--- config.mk ---
export PLATFORM = sky130hd
export DESIGN_NAME = wdt_rststat
export DESIGN_NICKNAME = d
export VERILOG_FILES = /design/src/rtl/wdt_rststat.sv
export SDC_FILE = /design/constraint.sdc
export NUM_CORES = 1
export LEC_CHECK = 0
export BUFFER_PORTS_ARGS = -buffer_cell sky130_fd_sc_hd__buf_4
export CAP_MARGIN = 20
export CORE_MARGIN = 3
export CORE_UTILIZATION = 35
export DETAILED_ROUTE_END_ITERATION = 16
export RECOVER_POWER = 25
export SLEW_MARGIN = 0
export SYNTH_ARGS = -nofsm -noshare
export SYNTH_HDL_FRONTEND = slang
export SYNTH_SLANG_ARGS = --single-unit
--- constraint.sdc ---
create_clock -name clk -period 2.9 [get_ports clk]
set_input_delay 0.58 -clock clk [delete_from_list [all_inputs] [get_ports clk]]
set_output_delay 0.58 -clock clk [all_outputs]
set_load 0.1 [all_outputs]
--- src/rtl/wdt_rststat.sv ---
module wdt_rststat #(
  parameter int          CNT_W     = 8,
  parameter int          PULSE_LEN = 8,
  parameter logic [7:0]  WR_KEY    = 8'h5A
) (
  input  logic        clk,
  input  logic        rst_pin_n,
  input  logic        standby,
  input  logic        tick,
  input  logic [1:0]  addr,
  input  logic        wr_en,
  input  logic [15:0] wr_data,
  input  logic        rd_en,
  output logic [7:0]  rd_data,
  output logic        chip_rst,
  output logic        irq_interval
);
  localparam int PW = $clog2(PULSE_LEN + 1);

  logic [CNT_W-1:0] cnt_q;
  logic             mode_q, run_q;
  logic             ovf_q, rsten_q, armed_q;
  logic [PW-1:0]    pulse_q;
  logic             irq_q;

  wire holding = (pulse_q != '0);
  wire step    = run_q && tick && !holding;
  wire wrap    = step && (cnt_q == '1);
  wire wd_wrap = wrap && mode_q;
  wire iv_wrap = wrap && !mode_q;
  wire fire    = wd_wrap && rsten_q;
  wire key_ok  = (wr_data[15:8] == WR_KEY);
  wire cnt_wr  = wr_en && (addr == 2'd0);
  wire ctl_wr  = wr_en && (addr == 2'd1);
  wire st_wr   = wr_en && (addr == 2'd2) && key_ok;
  wire st_rd   = rd_en && (addr == 2'd2);

  always_ff @(posedge clk or negedge rst_pin_n) begin
    if (!rst_pin_n) begin
      cnt_q  <= '0;
      mode_q <= 1'b0;
      run_q  <= 1'b0;
    end else if (standby || holding || wd_wrap) begin
      cnt_q  <= '0;
      mode_q <= 1'b0;
      run_q  <= 1'b0;
    end else begin
      if (cnt_wr)    cnt_q <= CNT_W'(wr_data[7:0]);
      else if (step) cnt_q <= cnt_q + 1'b1;
      if (ctl_wr) begin
        mode_q <= wr_data[6];
        run_q  <= wr_data[5];
      end
    end
  end

  always_ff @(posedge clk or negedge rst_pin_n) begin
    if (!rst_pin_n) begin
      pulse_q <= '0;
      irq_q   <= 1'b0;
    end else if (standby) begin
      pulse_q <= '0;
      irq_q   <= 1'b0;
    end else begin
      irq_q <= iv_wrap;
      if (fire)         pulse_q <= PW'(PULSE_LEN);
      else if (holding) pulse_q <= pulse_q - 1'b1;
    end
  end

  always_ff @(posedge clk or negedge rst_pin_n) begin
    if (!rst_pin_n) begin
      ovf_q   <= 1'b0;
      rsten_q <= 1'b0;
      armed_q <= 1'b0;
    end else if (standby) begin
      ovf_q   <= 1'b0;
      rsten_q <= 1'b0;
      armed_q <= 1'b0;
    end else begin
      if (wd_wrap) begin
        ovf_q   <= 1'b1;
        armed_q <= 1'b0;
      end else if (st_wr && !wr_data[7] && armed_q) begin
        ovf_q   <= 1'b0;
        armed_q <= 1'b0;
      end else if (st_rd && ovf_q) begin
        armed_q <= 1'b1;
      end
      if (st_wr) rsten_q <= wr_data[6];
    end
  end

  always_comb begin
    rd_data = 8'h00;
    if (rd_en) begin
      case (addr)
        2'd0:    rd_data = 8'(cnt_q);
        2'd1:    rd_data = {1'b0, mode_q, run_q, 5'b00000};
        2'd2:    rd_data = {ovf_q, rsten_q, 6'b011111};
        default: rd_data = 8'h00;
      endcase
    end
  end

  assign chip_rst     = holding;
  assign irq_interval = irq_q;
endmodule

==> results of run 1 <==
[worst paths after layout]
| path | from | endpoint | slack (ps) | cells past startpoint |
|---|---|---|---|---|
| max | pulse_q[0] | chip_rst | 580 | 4 |
| min | rst_pin_n | rsten_q | 410 | 1 |
| max reg2reg | pulse_q[0] | cnt_q[3] | 590 | 7 |
| min reg2reg | pulse_q[1] | pulse_q[1] | 550 | 1 |
| max in group asynchronous | rst_pin_n | cnt_q[1] | 1890 | 1 |
| min in group clk | standby | pulse_q[3] | 470 | 2 |
[area by class of cell]
class	instances	area [um2]	share of cell area, %
multi-input combinational	96	699	46.3
tap	44	55.1	3.64
clock buffer	4	36.3	2.40
inverter	5	18.8	1.24
sequential	18	450	29.8
timing repair buffer	34	251	16.6
[metal layers]
| metal | track usage [%] | wire, um | part of all wire (%) | vias up |
|---|---|---|---|---|
| met5 | 0 | 0 | 0 | - |
| met4 | 3.43 | 42 | 1.5 | 0 |
| met3 | 4.75 | 115 | 4.2 | 6 |
| met2 | 25.0 | 1310 | 48 | 23 |
| met1 | 18.8 | 1240 | 46 | 469 |
| li1 | - | - | - | 505 |
[power groups by stage]
stage | registers (uW) | logic [uW] | clock network (uW)
6_report | 311 | 413 | 157
3_3_place_gp | 315 | 408 | 0
4_1_cts | 311 | 419 | 163
3_5_place_dp | 316 | 418 | 0
2_1_floorplan | 309 | 361 | 0
5_1_grt | 317 | 451 | 179
[sequential cells by signal, summed over array words and instances (netlist names)]
register      cells
armed_q           1
cnt_q             8
irq_interval      1
mode_q            1
ovf_q             1
pulse_q           4
rsten_q           1
run_q             1
[per-stage QoR]
stage | util (%) | total power [uW] | setup WS, ps
floorplan | - | 670 | 128
detailed placement | 46.9 | 734 | 573
CTS | 48.1 | 893 | 562
finish | 47.9 | 881 | 577
global placement | 46.9 | 723 | 631
global route | 47.9 | 947 | 425
[logic make-up after synthesis]
group	Yosys count
buffers and inverters	10
muxes	6
AOI/OAI and AO/OA	17
xor gates and xnor gates	8
DFF	18
and+or+nand+nor	63
adders and majority gates	2
[cells in the final DEF (no fill, tap or decap), types with 2 or more instances in the layout]
cell / n
a211oi_2: 8
a21oi_1: 3
and2_1: 2
buf_4: 33
clkbuf_4: 3
dfrtp_1: 18
ha_1: 2
inv_1: 5
mux2i_1: 6
nand2_1: 6
nand2b_1: 3
nand3_1: 3
nand3b_1: 2
nand4_1: 3
nor2_1: 20
nor2_2: 2
nor3_1: 7
nor4_4: 2
or3_1: 3
xnor2_1: 7
==> impl_results.md, run 1 <==
* Share of power burned in the clock network at 17.8%
* Crit-path max cell delay at 500 ps
* DRT Pass-1 Iters at 4
* First DRT Iteration DRCs at 19
* Die height at 64.4 um
* Largest family of logic cells by synthesized area: simple AND/OR/NAND/NOR gates
* Slowest cell on the critical path: or3b_4
* TritonCTS buffer count at 3
* Sw Share at 44.2%
* Core area at 3150 um2
* Vias per cell at 4.99
* Placed cell count at 197
* Actual transition at the worst max-transition pin at 991 ps
* Syn Area/Cell at 9.63 um2
* Antenna-violating nets left at 0
* Crit path max-delay family: simple AND/OR/NAND/NOR gates
* Detailed Route WL at 2.71 mm
* Primary FF master, synth: dfrtp_1
* Max transition margin at 33.9%
* Crit path DAT at 1740 ps
* FFs w/ async S/R, synth at 100%
* Layout cell share with drive strength beyond 1 at 33.8%
* Mux cell area share after synthesis at 5.03%
* Synth top area share at 37.7%
* Final setup viols at 0
* NetSw at 389 uW
* First-pass GRT wire length at 4.97 mm
* Cell Area, Synth at 1190 um2
* Cell leakage power at 0.000653 uW
* Initial antenna violation count at 0
* Library cells used by synthesis at 36
* Starting density of the core at 37.9%
* Power Internal at 492 uW
* RSZ-0062 raised after global routing: no
* CP Capture Type: output pin
* Clock Tree Root: clkbuf_4
* Post-DP HPWL at 2.09 mm
* DR DRC count at 0
* Syn. warnings at 0
* Overall Global Routing Usage at 15.0%
* EDFF count, synth at 0
* Synth-to-layout area growth at 26.6%
* Post-Synth Adder-Cell Area at 2.10%
* Post-Synth XOR/XNOR Area at 5.87%
* Min Tclk post-route at 2320 ps
* Worst-path clk slew at 100 ps
* Post-Layout Cell Count at 201
* Critical Path, Cell by Cell: inv_1 -> ha_1 -> or3b_4 -> buf_4
* Post-CTS Resized at 0
* Skew-Pair Late Insertion Delay at 300 ps
* Buf/Inv on CP at 2
* I/O Pins at 34
* Max Cap Viol at 0
* Hold WC Path Type: input port to asynchronous set/reset pin
* WP data required at 2320 ps
* CTS sink cnt at 18
* Highest Clock Rate at 430 MHz
* Grt total ovfl at 0
* Htree depth at 1
* Fraction of the mapped netlist area in compound gates at 13.1%
* Status: finished, final reports clean
* Die area at 4150 um2
* Vias at 1003
* Placed inst area at 1480 um2
* Max Slew Vio Count at 0
* Post-synth top cells: 20 x nor2_1, 18 x dfrtp_1, 8 x a211oi_2
* Sequential Power Share at 35.3%
* Nets at 184
* Hold_buf cts at 0
* Final instance area at 1510 um2
* Hold Vio Cnt, Final at 0
* TritonCTS clock tree: yes
* Largest fanout on the critical path at 13
* Most common cell in the synthesized netlist: nor2_1
* Routed length per instance at 13.5 um
* Chip width at 64.4 um
* Port Buf Inserts at 33
* Routability cong. at 0.861
* Vias in the first global route at 1101
* Startpoint types: flop
* Setup TNS at 0 ps
* Peak VDD IR at 302 uV
* Combinational power share at 46.9%
* Synth Instances at 124
* Simple-gate area share of the yosys netlist at 31.8%
* ANT cells at 0
* Final period util at 80.1%
* Clock buffer depth at 2
* Post-synth top area cell: dfrtp_1
* Post-CTS setup buffers at 0
* Worst clock skew at 0.628 ps
* Core Rows at 20
* Post-synth net total at 150
* Pwr dens at 583 nW/um2
* WHS at 411 ps
* Number of fill cells at 317
* Largest cells by area after synthesis: dfrtp_1 38%, a211oi_2 8.4%, nor2_1 6.3%
* Number of synthesized register bits at 18
* WS Path Type: flop to output pin
* Largest net degree at the start of global routing at 19
* Seq/Total Area, Yosys at 37.7%
Power figures use the tool's default switching activity.
==> run 2: changes to the inputs <==
==> constraint.sdc (replaced) <==
create_clock -name clk -period 2.05 [get_ports clk]
set_input_delay 0.41 -clock clk [delete_from_list [all_inputs] [get_ports clk]]
set_output_delay 0.41 -clock clk [all_outputs]
set_load 0.1 [all_outputs]
==> impl_results.md, run 2 (synthesized netlist as in run 1, its figures left out) <==
* Hold path startpoint: standby
* Power Internal at 773 uW (+57%)
* Starting density of the core at 37.9% (unchanged)
* Routed length per instance at 13.2 um (-2.5%)
* Clock Tree Root: clkbuf_4
* Die area at 4150 um2 (unchanged)
* Placed inst area at 1520 um2 (+2.5%)
* Worst-path clk slew at 90 ps (about the same)
* Final instance area at 1580 um2 (+4.3%)
* Worst R2R End: cnt_q[7]
* ANT cells at 0 (unchanged)
* Largest fanout on the critical path at 6 (-7)
* I/O Pins at 34 (unchanged)
* Combinational power share at 54.3% (+7.4 points)
* First DRT Iteration DRCs at 19 (unchanged)
* Routability cong. at 0.803 (-6.7%)
* Htree depth at 1 (unchanged)
* Peak VDD IR at 504 uV (+67%)
* CTS sink cnt at 18 (unchanged)
* WS Path Type: flop to output pin
* Setup WS pre-CTS at 25.1 ps (-548 ps)
* Sequential Power Share at 32.6% (-2.7 points)
* Vias per cell at 5.01 (+0.49%)
* Cell leakage power at 0.000674 uW (+3.1%)
* Skew-Pair Late Insertion Delay at 300 ps (about the same)
* Max transition margin at 34.1% (+0.20 points)
* Startpoint types: flop
* Pwr dens at 861 nW/um2 (+48%)
* Hold WC Path Type: input port to flop
* Max FFs per register at 8 (unchanged)
* Initial antenna violation count at 0 (unchanged)
* Die height at 64.4 um (unchanged)
* Final period util at 96.1%
* Core area at 3150 um2 (unchanged)
* Max Slew Vio Count at 0 (unchanged)
* Antenna-violating nets left at 0 (unchanged)
* Hold Vio Cnt, Final at 0 (unchanged)
* Chip width at 64.4 um (unchanged)
* Max Cap Viol at 0 (unchanged)
* Status: finished, final reports clean
* DRT Pass-1 Iters at 4 (unchanged)
* WHS at 319 ps (-92.0 ps)
* Final setup viols at 0 (unchanged)
* Largest net degree at the start of global routing at 19 (unchanged)
* R2R setup slack at 110 ps (-480 ps)
* Grt total ovfl at 0 (unchanged)
* Sw Share at 43.1% (-1.1 points)
* CP Capture Type: output pin
* DR DRC count at 0 (unchanged)
* Reg-to-Reg Start: pulse_q[1]
* Share of power burned in the clock network at 13.1% (-4.7 points)
* Highest-count cells in the layout ignoring fill and taps: 36 x buf_4, 18 x dfrtp_1, 15 x nor2_1, 8 x a211oi_2
* Min Tclk post-route at 1970 ps
* Clock buffer depth at 2 (unchanged)
* Detailed Route WL at 2.70 mm (-0.52%)
* Vias in the first global route at 1060 (-3.7%)
* Worst-case reg-to-reg path depth at 7 (unchanged)
* Core Rows at 20 (unchanged)
* First-pass GRT wire length at 4.62 mm (-7.1%)
* Overall Global Routing Usage at 14.0% (-1.0 points)
* Register name with the most flops: cnt_q
* Worst clock skew at 17.6 ps (+17.0 ps)
* Actual transition at the worst max-transition pin at 988 ps (-3.04 ps)
* Port Buf Inserts at 33 (unchanged)
* Commonest non-fill, non-tap cell in the layout: buf_4
* WP data required at 1640 ps (-680 ps)
* Number of fill cells at 316 (-0.32%)
* Highest Clock Rate at 508 MHz
* Hold depth at 2
* NetSw at 585 uW (+50%)
* TritonCTS clock tree: yes
* Final worst setup slack at 80.5 ps (-497 ps)
* Vias at 1028 (+2.5%)
* Hold worst-path end: pulse_q[3]
* Synth-to-layout area growth at 32.1%
* TritonCTS buffer count at 3 (unchanged)
* Crit path DAT at 1560 ps (-180 ps)
* Nets at 189 (+2.7%)
* Layout cell share with drive strength beyond 1 at 39.8% (+6.0 points)
* Biggest regs: cnt_q x8, pulse_q x4
* Post-DP HPWL at 2.16 mm (+3.0%)
run 2: cell count changes in the layout (fill, tap and decap cells not counted), sizes merged:
cell         delta
dlygate4sd3     +1
buf             +4
clkbuf          -1
run 2: area by class of cell:
cell class	instances	area, um2	share of cell area [%]
Multi-Input combinational cell	96	726	46.0
Sequential cell	18	450	28.6
Timing Repair Buffer	39	304	19.3
Tap cell	44	55.1	3.49
Clock buffer	3	22.5	1.43
Inverter	5	18.8	1.19
run 2: power groups by stage:
stage / clock (uW) / combinational [uW] / sequential (uW)
after floorplan: 0 / 514 / 438
after global placement: 0 / 630 / 446
after detailed placement: 0 / 648 / 449
after CTS: 185 / 706 / 442
after global routing: 198 / 794 / 451
final: 178 / 737 / 443
run 2: how the worst max path moves through the flow:
stage,startpoint,end,slack (ps),depth (start not counted)
final,pulse_q[1],chip_rst,80,4
after global routing,pulse_q[1],cnt_q[7],-0.4,7
after CTS,pulse_q[0],chip_rst,4,4
after detailed placement,pulse_q[0],cnt_q[7],30,7
after global placement,pulse_q[0],cnt_q[3],110,7
after floorplan,addr[1],rd_data[5],-210,2
run 2: per-layer routing:
layer	wire, um	track usage (%)
met5	0	0
met1	1200	17.6
met3	93	3.34
met2	1380	24.4
met4	17	2.37
run 2: repair_timing:
item                       CTS  global route
gates resized for setup      2             4
pin swaps                    0             2
hold buffers                 1             0
setup buffers                1             0
hold endpoints to repair    18             0
setup endpoints to repair    1             6
run 2: critical path, stage by stage (launching register included):
cell and delay, ps:
dfrtp_1 410, inv_1 100, ha_4 150, or3b_4 430, buf_12 190
run 2: stage by stage:
step / total power [uW] / TNS, ps / utilization (%) / cells
final: 1360 / 0 / 50.0 / 205
after global routing: 1440 / -0.365 / 50.0 / 205
after CTS: 1330 / 0 / 49.6 / 205
after detailed placement: 1100 / 0 / 48.1 / 200
after global placement: 1080 / 0 / 48.1 / 200
after floorplan: 952 / -212 / - / 124
